[config.mk]
export PLATFORM = sky130hd
export DESIGN_NAME = event_sequencer
export DESIGN_NICKNAME = d
export VERILOG_FILES = /design/src/rtl/seq_pkg.sv /design/src/rtl/seq_src_mux.sv /design/src/rtl/seq_level_fsm.sv /design/src/rtl/seq_out_gen.sv /design/src/rtl/event_sequencer.sv
export SDC_FILE = /design/constraint.sdc
export NUM_CORES = 1
export LEC_CHECK = 0
export ABC_AREA = 1
export BUFFER_PORTS_ARGS = -buffer_cell sky130_fd_sc_hd__buf_2
export CAP_MARGIN = 20
export CORE_MARGIN = 5
export CORE_UTILIZATION = 44
export CTS_CLUSTER_SIZE = 24
export DETAILED_ROUTE_END_ITERATION = 10
export PLACE_DENSITY_LB_ADDON = 0.05
export RECOVER_POWER = 50
export SLEW_MARGIN = 20
export SYNTH_ARGS = -nofsm -noshare
export SYNTH_HDL_FRONTEND = slang
export SYNTH_SLANG_ARGS = --single-unit
[constraint.sdc]
create_clock -name clk -period 4.31 [get_ports clk]
set_input_delay 0.431 -clock clk [delete_from_list [all_inputs] [get_ports clk]]
set_output_delay 0.431 -clock clk [all_outputs]
set_load 0.01 [all_outputs]
[src/rtl/seq_pkg.sv]
// Package: shared types for the event sequencer.
// Assumes: nothing beyond IEEE 1800-2017.
package seq_pkg;

    // Enables for the three consumers of the hit flag
    typedef struct packed {
        logic brk;
        logic trace;
        logic ext;
        logic ext_inv;
    } seq_route_t;

endpackage

[src/rtl/seq_src_mux.sv]
// Module: seq_src_mux
// Picks one trigger line out of the event and pass-counter inputs.
// Codes below NUM_EVENTS pick an event, the next NUM_COUNTERS codes pick a
// counter, and any code above those picks a constant zero.
// Assumes: SRC_W is wide enough to hold NUM_EVENTS+NUM_COUNTERS+1 codes.
module seq_src_mux #(
    parameter int NUM_EVENTS   = 5,
    parameter int NUM_COUNTERS = 2,
    parameter int SRC_W        = 3
) (
    input  logic [NUM_EVENTS-1:0]   evt_i,
    input  logic [NUM_COUNTERS-1:0] pc_i,
    input  logic [SRC_W-1:0]        code_i,
    output logic                    trig_o
);

    localparam int NUM_SRC  = NUM_EVENTS + NUM_COUNTERS;
    localparam int SRC_SPAN = 1 << SRC_W;

    logic [SRC_SPAN-1:0] padded;

    // Build a full-width source vector, zero for unused codes
    for (genvar g = 0; g < SRC_SPAN; g++) begin : g_pad
        if (g < NUM_EVENTS) begin : g_evt
            assign padded[g] = evt_i[g];
        end else if (g < NUM_SRC) begin : g_pc
            assign padded[g] = pc_i[g-NUM_EVENTS];
        end else begin : g_none
            assign padded[g] = 1'b0;
        end
    end

    // Index the selected line
    assign trig_o = padded[code_i];

endmodule

[src/rtl/seq_level_fsm.sv]
// Module: seq_level_fsm
// Holds the current level and the latched hit flag. The module advances one
// level per edge when the selected trigger is high, and latches the hit flag
// when the level it steps into is marked final.
// Assumes: NUM_LEVELS is a power of two, so every successor code is valid.
module seq_level_fsm #(
    parameter int NUM_LEVELS = 8,
    parameter int LVL_W      = 3,
    parameter int SRC_W      = 3
) (
    input  logic                        clk,
    input  logic                        rst_n,
    input  logic                        rearm_i,
    input  logic                        trig_i,
    input  logic [NUM_LEVELS*SRC_W-1:0] cfg_src_i,
    input  logic [NUM_LEVELS*LVL_W-1:0] cfg_next_i,
    input  logic [NUM_LEVELS-1:0]       cfg_final_i,
    output logic [LVL_W-1:0]            level_o,
    output logic [SRC_W-1:0]            src_code_o,
    output logic                        done_o
);

    logic [SRC_W-1:0] src_arr  [NUM_LEVELS];
    logic [LVL_W-1:0] next_arr [NUM_LEVELS];
    logic [LVL_W-1:0] lvl_q;
    logic [LVL_W-1:0] nxt_lvl;
    logic             done_q;
    logic             step;

    // Unpack the flat configuration vectors into per-level fields
    for (genvar i = 0; i < NUM_LEVELS; i++) begin : g_unpack
        assign src_arr[i]  = cfg_src_i[i*SRC_W +: SRC_W];
        assign next_arr[i] = cfg_next_i[i*LVL_W +: LVL_W];
    end

    assign nxt_lvl    = next_arr[lvl_q];
    assign src_code_o = src_arr[lvl_q];
    assign step       = trig_i & ~done_q;

    // Level and hit-flag register; reset and re-arm take priority
    always_ff @(posedge clk) begin
        if (!rst_n || rearm_i) begin
            lvl_q  <= '0;
            done_q <= 1'b0;
        end else if (step) begin
            lvl_q  <= nxt_lvl;
            done_q <= cfg_final_i[nxt_lvl];
        end
    end

    assign level_o = lvl_q;
    assign done_o  = done_q;

    // a trigger moves the level to the successor chosen in that cycle
    a_r3_step: assert property (@(posedge clk) disable iff (!rst_n)
        (!rearm_i && !done_q && trig_i) |=> (lvl_q == $past(nxt_lvl)));

    // no trigger, no movement
    a_r4_hold: assert property (@(posedge clk) disable iff (!rst_n)
        (!rearm_i && !trig_i) |=> ($stable(lvl_q) && $stable(done_q)));

    // stepping into a final level raises the flag
    a_r5_final: assert property (@(posedge clk) disable iff (!rst_n)
        (!rearm_i && !done_q && trig_i && cfg_final_i[nxt_lvl]) |=> done_q);

    // once hit, frozen until re-arm
    a_r6_frozen: assert property (@(posedge clk) disable iff (!rst_n)
        (!rearm_i && done_q) |=> (done_q && $stable(lvl_q)));

    // re-arm returns to level 0 with the flag clear
    a_r7_rearm: assert property (@(posedge clk) disable iff (!rst_n)
        rearm_i |=> ((lvl_q == '0) && !done_q));

endmodule

[src/rtl/seq_out_gen.sv]
// Module: seq_out_gen
// Fans the latched hit flag out to the breakpoint, trace and external pin
// paths, each with its own enable. The external pin can be inverted.
// Assumes: the hit flag is a registered signal, so outputs are glitch-free
// apart from changes on the enables.
module seq_out_gen
    import seq_pkg::*;
(
    input  logic       clk,
    input  logic       rst_n,
    input  logic       hit_i,
    input  seq_route_t route_i,
    output logic       seq_o,
    output logic       brk_o,
    output logic       trace_o,
    output logic       ext_o
);

    // Gate the hit flag per consumer
    always_comb begin
        seq_o   = hit_i;
        brk_o   = hit_i & route_i.brk;
        trace_o = hit_i & route_i.trace;
        ext_o   = (hit_i & route_i.ext) ^ route_i.ext_inv;
    end

    // a breakpoint request or trace qualifier implies a hit
    a_r8_gated: assert property (@(posedge clk) disable iff (!rst_n)
        (brk_o || trace_o) |-> seq_o);

    // with the pin disabled it sits at the polarity level
    a_r9_pin_idle: assert property (@(posedge clk) disable iff (!rst_n)
        !route_i.ext |-> (ext_o == route_i.ext_inv));

endmodule

[src/rtl/event_sequencer.sv]
// Module: event_sequencer (top)
// Multi-level hardware event sequencer: per-level source selection, level
// state machine and output fan-out.
// Assumes: configuration inputs are quasi-static; a change takes effect at
// the next edge.
module event_sequencer
    import seq_pkg::*;
#(
    parameter int NUM_LEVELS   = 8,
    parameter int NUM_EVENTS   = 5,
    parameter int NUM_COUNTERS = 2,
    parameter int LVL_W        = (NUM_LEVELS > 1) ? $clog2(NUM_LEVELS) : 1,
    parameter int SRC_W        = $clog2(NUM_EVENTS + NUM_COUNTERS + 1)
) (
    input  logic                        clk,
    input  logic                        rst_n,
    input  logic                        rearm_i,
    input  logic [NUM_EVENTS-1:0]       evt_i,
    input  logic [NUM_COUNTERS-1:0]     pc_i,
    input  logic [NUM_LEVELS*SRC_W-1:0] cfg_src_i,
    input  logic [NUM_LEVELS*LVL_W-1:0] cfg_next_i,
    input  logic [NUM_LEVELS-1:0]       cfg_final_i,
    input  logic                        brk_en_i,
    input  logic                        trace_en_i,
    input  logic                        ext_en_i,
    input  logic                        ext_inv_i,
    output logic [LVL_W-1:0]            level_o,
    output logic                        seq_hit_o,
    output logic                        brk_req_o,
    output logic                        trace_qual_o,
    output logic                        ext_trig_o
);

    logic [SRC_W-1:0] cur_code;
    logic             trig;
    logic             hit;
    seq_route_t       route;

    // Collect the output enables into one bundle
    assign route = '{brk: brk_en_i, trace: trace_en_i, ext: ext_en_i, ext_inv: ext_inv_i};

    seq_src_mux #(
        .NUM_EVENTS   (NUM_EVENTS),
        .NUM_COUNTERS (NUM_COUNTERS),
        .SRC_W        (SRC_W)
    ) u_mux (
        .evt_i  (evt_i),
        .pc_i   (pc_i),
        .code_i (cur_code),
        .trig_o (trig)
    );

    seq_level_fsm #(
        .NUM_LEVELS (NUM_LEVELS),
        .LVL_W      (LVL_W),
        .SRC_W      (SRC_W)
    ) u_fsm (
        .clk         (clk),
        .rst_n       (rst_n),
        .rearm_i     (rearm_i),
        .trig_i      (trig),
        .cfg_src_i   (cfg_src_i),
        .cfg_next_i  (cfg_next_i),
        .cfg_final_i (cfg_final_i),
        .level_o     (level_o),
        .src_code_o  (cur_code),
        .done_o      (hit)
    );

    seq_out_gen u_out (
        .clk     (clk),
        .rst_n   (rst_n),
        .hit_i   (hit),
        .route_i (route),
        .seq_o   (seq_hit_o),
        .brk_o   (brk_req_o),
        .trace_o (trace_qual_o),
        .ext_o   (ext_trig_o)
    );

endmodule

==> results.cfg, run 1 <==
[sta]
max_freq_ghz = 0.4536
skew_ns = 0.002106
hold_violations = 0
fin_setup_tns_ns = 0
slew_viol_final = 0
rsz0062_at_grt = no
finalCritPeriodShare = 0.5115
tightestPinTransition_ns = 0.9581
finalCriticalPeriod_ns = 2.204
hold_slack_ns = 0.4674
setup_viol = 0
slew_headroom = 0.3604

[synth]
synth_commonest_cells = nand2_1, inv_1, nor2_1, nand3_1, nand2_2
ys_warn_count = 0
syn-instance-count = 191
synth.distinct_cells = 22
async_reset_ff_frac = 0
synth_seq_cells = 4
ys_seq_area_frac = 0.07758
synthTopCellsByArea = nand2_1, inv_1, nand3_1
yosysMostFrequentCell = nand2_1
ys.flop_type = dfxtp_1
yosysTopAreaCellShare = 0.2218
synth-edff-count = 0
netlist_area_um2 = 1032
syn_area_per_cell_um2 = 5.404
synth_nets = 261
yosys.area.top_type = nand2_1

[detailed_routing]
dr.first_iter.drc_count = 35
drc = 0
wl_um = 2954
via_per_inst = 4.614
vias = 1338
first_pass_iters = 4
ant_nets = 0
detail_route.wl_per_cell_um = 10.19

[floorplanning]
die-area_um2 = 3415
die-width_um = 58.44
die_h_um = 58.44
start_util = 0.4622
coreArea_um2 = 2233
io_pins = 77
core.rowCount = 17

[clocking]
cts_buffer_depth = 2
postCtsSetupBuffers = 0
cts.sinks = 4
cts_root_buf = clkbuf_4
cts_buffers = 3
clk_pin_slew_ns = 0.04
hold_buffers = 0
clk_latency_ns = 0.23
cts_max_level = 1
cts_tree = done
cts_resized = 0

[global_route]
grt_pass1_wl_um = 4650
antenna_found_initial = 0
grt_usage = 0.1679
grt_max_degree = 27
grt_pass1_vias = 1218
grt-ovfl-total = 0

[setup_path]
critPathMaxStageDelay_ns = 0.94
cp-end-kind = flip-flop
critPathMaxFanout = 26
slowest_stage = dfxtp_1
crit_arrival_ns = 2.33
criticalPathCategory = flip-flop to flip-flop
crit_chain = inv_8 > nand2_1 > nand3_1 > nand2_1 > nand2_1 > nand2_2 > inv_1 > nand2_1 > nand3_2 > nand2_2 > nand3b_4 > nor2_1 > nor2_1
start_kind = flip-flop
cp_data_required_time_ns = 4.43
cpMostUsedCell = nand2_1

[place]
dp.cells = 287
port_buffers = 76
gp_congestion = 0.8756
dp_hpwl_um = 2429

[run]
max-cap-violations = 0

[pwr]
p_per_area_nw_per_um2 = 553.8
ir_worst_vdd_v = 0.0002977
p_leak_nw = 0.8737

[finish]
drive_gt1_frac = 0.3779
final_core_util = 0.6162
layout.nets = 334
finalNonFillerCells = 290
antenna_cells = 0
area_delta_synth_final_pct = 33.33

[outcome]
status = complete, no violations

[worst_hold_path]
hold_class = primary input to flip-flop
==> metrics by stage <==
stage                     setup slack [ns]  power (mW)  cell area, um2
after floorplan                      2.732      0.6449            1032
after global placement               2.139      0.7175            1360
after detailed placement             2.109      0.7217            1360
after CTS                            2.101      0.7719            1383
after global routing                 1.864      0.8665            1376
final                                2.106      0.7622            1376
==> cell usage in the layout (no fill, tap or decap) <==
cell type,instances
inv_1,30
buf_2,71
clkbuf_4,3
o21ai_1,4
nand3_2,9
xnor2_1,1
clkbuf_1,5
inv_2,2
o22ai_1,2
inv_8,1
nor2_1,20
nand3b_1,5
nand3_1,19
a21oi_1,5
a22o_1,2
nand3b_4,1
nand2_2,11
o21ai_0,5
dfxtp_1,4
o21ai_2,1
nand2_1,61
==> sequential cells by signal (all words and copies together) (netlist names) <==
| signal | count |
|---|---|
| u_fsm.done_o | 1 |
| u_fsm.level_o | 3 |
==> cell families (layout without fill, tap and decap cells) <==
family          Yosys count  after routing  synth area share
buf+inv                  41            112            0.2121
xor+xnor                  1              1          0.008486
compound gates           19             19            0.1055
simple gates            126            126            0.5964
flops                     4              4           0.07758
==> power breakdown <==
part           switching [mW]  internal (mW)
combinational           0.360          0.242
clock                  0.0151         0.0311
sequential             0.0616         0.0517
==> routing by layer <==
metal	share of wire	track usage	vias to the layer above
met1	0.42	0.1956	549
met3	0.087	0.02632	4
li1	-	-	734
met4	0.0095	0.06954	0
met2	0.48	0.3014	51
met5	0	0	-
==> layout make-up <==
type | instances | area (um2)
inverters | 33 | 131.4
multi-input cells | 146 | 733.2
fillers | 273 | 857.1
clock buffers | 3 | 22.52
repair buffers | 76 | 374.1
well taps | 28 | 35.03
flip-flops and latches | 4 | 80.08
==> worst max-delay path: cells and delay by family, from the launching register on <==
family        cells  cell delay [ns]
buf+inv           2             0.22
flops             1             0.94
simple gates     11             0.95
==> worst paths after layout <==
| check | startpoint | endpoint | slack (ns) | cells after the start |
|---|---|---|---|---|
| setup / recovery | u_fsm.level_o[0]$_SDFFE_PP0P_ | u_fsm.level_o[0]$_SDFFE_PP0P_ | 2.11 | 13 |
| hold / removal | rearm_i | u_fsm.done_o$_SDFFE_PP0P_ | 0.47 | 4 |
| setup reg to reg | u_fsm.level_o[0]$_SDFFE_PP0P_ | u_fsm.level_o[0]$_SDFFE_PP0P_ | 2.11 | 13 |
| hold reg to reg | u_fsm.done_o$_SDFFE_PP0P_ | u_fsm.done_o$_SDFFE_PP0P_ | 0.56 | 2 |
Power figures use the tool's default switching activity.
==> inputs of run 2 (changes only) <==
--- a/config.mk
+++ b/config.mk
@@ -9,7 +9,7 @@
 export BUFFER_PORTS_ARGS = -buffer_cell sky130_fd_sc_hd__buf_2
 export CAP_MARGIN = 20
 export CORE_MARGIN = 5
-export CORE_UTILIZATION = 44
+export CORE_UTILIZATION = 37
 export CTS_CLUSTER_SIZE = 24
 export DETAILED_ROUTE_END_ITERATION = 10
 export PLACE_DENSITY_LB_ADDON = 0.05
==> constraint.sdc (replaced) <==
create_clock -name clk -period 2 [get_ports clk]
set_input_delay 0.2 -clock clk [delete_from_list [all_inputs] [get_ports clk]]
set_output_delay 0.2 -clock clk [all_outputs]
set_load 0.01 [all_outputs]
==> results.cfg, run 2 (synthesis results as in run 1) <==
[place]
dp_hpwl_um = 2609
dp.cells = 293
gp_congestion = 0.7943
dp_slack_ns = 0.3464
placed_cell_area_um2 = 1399
port_buffers = 76

[global_route]
grt_pass1_vias = 1238
grt_pass1_wl_um = 5271
grt_util_met3 = 0.02878
grt-ovfl-total = 0
top_usage_layer = met2
grt_max_degree = 26
met2_usage = 0.2837
met1_usage = 0.1942
antenna_found_initial = 0
grt_usage = 0.1569

[clocking]
cts_root_buf = clkbuf_4
cts_max_level = 1
clk_pin_slew_ns = 0.04
cts_tree = done
hold_buffers = 0
clk_latency_ns = 0.24
postCtsSetupBuffers = 0
cts_resized = 0
cts_buffers = 3
cts_buffer_depth = 2
cts.sinks = 4

[sta]
slew_headroom = 0.8234
fin_setup_tns_ns = 0
finalCritPeriodShare = 0.8296
max_freq_ghz = 0.6027
skew_ns = 0.007093
slew_viol_final = 0
hold_violations = 0
worst_slack_ns = 0.3409
rsz0062_at_grt = no
finalCriticalPeriod_ns = 1.659
setup_viol = 0
hold_slack_ns = 0.2378
tightestPinTransition_ns = 0.2645

[setup_path]
criticalPathCategory = flip-flop to flip-flop
critPathMaxFanout = 25
start_kind = flip-flop
cp-end-kind = flip-flop
worstReg2RegStart = u_fsm.level_o[0]$_SDFFE_PP0P_
cp-startpoint = u_fsm.level_o[0]$_SDFFE_PP0P_
cp_data_required_time_ns = 2.17
rr_worst_depth = 15
critPathMaxStageDelay_ns = 0.36
crit_chain = buf_12 > inv_8 > nand2_1 > nand3_1 > nand2_1 > nand2_1 > nand2_2 > inv_1 > nand2_1 > nand3_2 > nand2_2 > nand3b_4 > nand2_1 > nand2_1 > nor2_1
crit_arrival_ns = 1.83
r2r_slack_ns = 0.34
slowest_stage = dfxtp_1
cp-endpoint = u_fsm.level_o[2]$_SDFFE_PP0P_
r2r_end = u_fsm.level_o[2]$_SDFFE_PP0P_
cpMostUsedCell = nand2_1

[pwr]
p_per_area_nw_per_um2 = 1214
p_total_mw = 1.718
p_leak_nw = 0.8914
ir_worst_vdd_v = 0.001007

[finish]
layout_commonest_cell = buf_2
drive_gt1_frac = 0.3849
largest_reg_flops = 3
antenna_cells = 0
final_cell_mix = buf_2, nand2_1, inv_1, nor2_1, nand3_1
final_core_util = 0.5222
final_cell_area_um2 = 1415
area_delta_synth_final_pct = 37.09
layout.nets = 337
finalNonFillerCells = 296

[worst_hold_path]
worstHoldPathCells = 4
worstHoldStart = rearm_i
hold_class = primary input to flip-flop

[floorplanning]
io_pins = 77
core.rowCount = 19
start_util = 0.3809
die-width_um = 62.82
die-area_um2 = 3946
die_h_um = 62.82
coreArea_um2 = 2710

[detailed_routing]
detail_route.wl_per_cell_um = 10.69
ant_nets = 0
drc = 0
first_pass_iters = 5
wl_um = 3164
via_per_inst = 4.493
vias = 1330
dr.first_iter.drc_count = 76

[outcome]
status = complete, no violations

[run]
max-cap-violations = 0
==> run 2: area by class of cell <==
cell class              count  area (um2)
repair buffers             79       409.1
multi-input cells         146       733.2
fillers                   316        1295
clock buffers               3       22.52
flip-flops and latches      4       80.08
well taps                  31       38.79
inverters                  33       131.4
==> run 2: how the worst min path moves through the flow <==
stage | endpoint | slack [ns]
floorplan | u_fsm.done_o$_SDFFE_PP0P_ | 0.37
global placement | u_fsm.done_o$_SDFFE_PP0P_ | 0.48
detailed placement | u_fsm.done_o$_SDFFE_PP0P_ | 0.49
CTS | u_fsm.level_o[1]$_SDFFE_PP0P_ | 0.24
global route | u_fsm.level_o[1]$_SDFFE_PP0P_ | 0.27
finish | u_fsm.level_o[1]$_SDFFE_PP0P_ | 0.24
==> run 2: routing by layer <==
layer  part of all wire  vias to the layer above  routed length [um]
met3              0.054                        0                 172
li1                   -                      739                   -
met2               0.51                       33                1599
met1               0.44                      558                1392
met5                  0                        -                   0
met4                  0                        0                   0
==> run 2: where the power goes <==
part	internal [mW]	switching, mW	total, mW
registers	0.112	0.0474	0.159
clock network	0.0673	0.0355	0.103
logic	0.568	0.889	1.46
total	0.747	0.972	1.72
==> run 2: worst max-delay path: cells and delay by family, from the launching register on <==
family	cells	cell delay [ns]
simple gates	12	0.91
flops	1	0.36
buf+inv	3	0.33
==> inputs of run 3 (changes only) <==
--- a/config.mk
+++ b/config.mk
@@ -5,11 +5,11 @@
 export SDC_FILE = /design/constraint.sdc
 export NUM_CORES = 1
 export LEC_CHECK = 0
-export ABC_AREA = 1
+export ABC_AREA = 0
 export BUFFER_PORTS_ARGS = -buffer_cell sky130_fd_sc_hd__buf_2
 export CAP_MARGIN = 20
 export CORE_MARGIN = 5
-export CORE_UTILIZATION = 37
+export CORE_UTILIZATION = 35
 export CTS_CLUSTER_SIZE = 24
 export DETAILED_ROUTE_END_ITERATION = 10
 export PLACE_DENSITY_LB_ADDON = 0.05
==> constraint.sdc (replaced) <==
create_clock -name clk -period 1.6 [get_ports clk]
set_input_delay 0.16 -clock clk [delete_from_list [all_inputs] [get_ports clk]]
set_output_delay 0.16 -clock clk [all_outputs]
set_load 0.01 [all_outputs]
==> results.cfg, run 3 <==
[setup_path]
start_kind = flip-flop
critPathMaxStageDelay_ns = 0.57
cpMostUsedCell = mux2i_2
critPathMaxFanout = 5
cp-end-kind = flip-flop
path_buf_inv = 1
cp_top_family = multiplexers
cp_data_required_time_ns = 1.76
slowest_stage = mux4_2
crit_chain = buf_6 > mux4_2 > mux2i_2 > mux2i_2 > o221ai_4 > or2_1 > a21oi_1
crit_arrival_ns = 2.20
criticalPathCategory = flip-flop to flip-flop

[synth]
async_reset_ff_frac = 0
yosysMostFrequentCell = mux2i_1
synth_commonest_cells = mux2i_1, mux4_1, dfxtp_1, mux4_2, nor2_1
yosys.area.top_type = mux4_1
synthTopCellsByArea = mux4_1, mux2i_1, mux4_2
syn_area_per_cell_um2 = 12.70
netlist_area_um2 = 749.5
synth-edff-count = 0
ys_seq_area_frac = 0.1068
ys.flop_type = dfxtp_1
synth_nets = 129
synth.distinct_cells = 21
ys_warn_count = 0
synth_seq_cells = 4
syn-instance-count = 59
yosysTopAreaCellShare = 0.2454

[clocking]
clk_latency_ns = 0.23
cts_tree = done
cts_max_level = 1
cts_root_buf = clkbuf_4
cts_buffer_depth = 2
hold_buffers = 0
cts_buffers = 3
clk_pin_slew_ns = 0.04
cts.sinks = 4

[sta]
finalCriticalPeriod_ns = 2.039
fin_setup_tns_ns = -1.667
tightestPinTransition_ns = 0.2808
rsz0062_at_grt = yes
slew_headroom = 0.8088
setup_viol = 4
worst_slack_ns = -0.4388
slew_viol_final = 0
finalCritPeriodShare = 1.274
skew_ns = 0.003667
max_freq_ghz = 0.4905
hold_slack_ns = 0.2581
hold_violations = 0

[global_route]
met2_usage = 0.2588
top_usage_layer = met2
grt-ovfl-total = 0
grt_usage = 0.1480
met1_usage = 0.1678
grt_pass1_wl_um = 3774
grt_util_met3 = 0.04817
grt_max_degree = 10
grt_pass1_vias = 929
antenna_found_initial = 0

[detailed_routing]
ant_nets = 0
wl_um = 2144
via_per_inst = 4.859
detail_route.wl_per_cell_um = 12.61
dr.first_iter.drc_count = 6
drc = 0
first_pass_iters = 4
vias = 826

[pwr]
p_leak_nw = 0.6134
switchingPower_uw = 229.1
swShare = 0.3270
pwr-share-clk = 0.176
p_per_area_nw_per_um2 = 570.7
ir_worst_vdd_v = 0.0002747
p_int_uw = 471.4
power_frac_comb = 0.639
p_seq_frac = 0.185

[finish]
area_delta_synth_final_pct = 63.77
final_cell_mix = buf_2, mux2i_1, buf_4, mux4_1, mux4_2
layout.nets = 215
drive_gt1_frac = 0.6993
antenna_cells = 0
layout_commonest_cell = buf_2
largest_reg_flops = 3

[run]
max-cap-violations = 0

[floorplanning]
die-area_um2 = 3167
die_h_um = 56.28
coreArea_um2 = 2002
core.rowCount = 16
io_pins = 77
die-width_um = 56.28
start_util = 0.3744

[place]
dp_hpwl_um = 1990
gp_congestion = 0.7735
port_buffers = 76

[outcome]
failed_checks = setup timing
status = complete, but fails checks

[worst_hold_path]
hold_class = primary input to flip-flop
[run 3: cell types whose count changed in the layout (fill, tap and decap cells not counted), moves of 5 or more]
cell      previous run  this run
o21ai_0              5         0
mux4_2               0         5
mux2i_1              0        16
nand3_2              9         0
buf_4                2         8
nand2_2             11         1
nor2_1              20         4
nand3b_1             5         0
inv_1               30         2
mux4_1               0         6
nand2_1             61         2
nand3_1             19         1
[run 3: worst min-delay path, cell delays in order]
cell	delay, ns
buf_2	0.10
nand2b_1	0.14
a21oi_1	0.05
[run 3: cell families (layout without fill, tap and decap cells)]
family / count (synthesis) / after routing / synth area share
compound gates: 3 / 3 / 0.03672
xor+xnor: 1 / 1 / 0.01169
buf+inv: 6 / 90 / 0.08514
flops: 4 / 4 / 0.1068
mux: 33 / 33 / 0.6811
simple gates: 12 / 12 / 0.07847
[run 3: routing by layer]
layer,wire length [um],up-vias
met5,0,-
li1,-,408
met4,0,0
met1,811,365
met3,288,0
met2,1044,53
[run 3: worst paths after layout]
| kind | from | endpoint | slack, ns | depth (start not counted) |
|---|---|---|---|---|
| max reg2reg | u_fsm.level_o[1]$_SDFFE_PP0P_ | u_fsm.level_o[1]$_SDFFE_PP0P_ | -0.44 | 7 |
| min | rst_n | u_fsm.level_o[1]$_SDFFE_PP0P_ | 0.26 | 3 |
| min reg2reg | u_fsm.done_o$_SDFFE_PP0P_ | u_fsm.done_o$_SDFFE_PP0P_ | 0.66 | 3 |
| max | u_fsm.level_o[1]$_SDFFE_PP0P_ | u_fsm.level_o[1]$_SDFFE_PP0P_ | -0.44 | 7 |
[run 3: power by group through the flow]
stage,combinational [mW],clock (mW),sequential (mW)
floorplan,0.290,0,0.126
global placement,0.413,0,0.130
detailed placement,0.422,0,0.131
CTS,0.453,0.130,0.130
global route,0.493,0.138,0.133
finish,0.447,0.124,0.130
[run 3: what timing repair did]
action,in CTS,in global routing
endpoints found under the hold margin,0,0
endpoints found under the setup margin,4,4
buffers inserted,0,0
gates resized for setup,9,1
pin swaps,0,0
[run 3: layout make-up]
| cell class | instances | area, um2 |
|---|---|---|
| Fill cell | 187 | 774.5 |
| Multi-Input combinational cell | 49 | 628.1 |
| Timing Repair Buffer | 85 | 447.9 |
| Sequential cell | 4 | 87.58 |
| Tap cell | 27 | 33.78 |
| Clock buffer | 3 | 22.52 |
| Inverter | 2 | 7.507 |
[run 3: per-stage QoR]
step	worst slack [ns]	util	cell area [um2]	total power [mW]	cells
finish	-0.4388	0.6131	1227	0.7005	170
global route	-0.5594	0.6131	1227	0.7643	170
CTS	-0.4303	0.6131	1227	0.7126	170
detailed placement	-0.5359	0.5875	1176	0.5527	167
global placement	-0.4581	0.5875	1176	0.5429	167
floorplan	-0.4875	-	750.7	0.4162	59
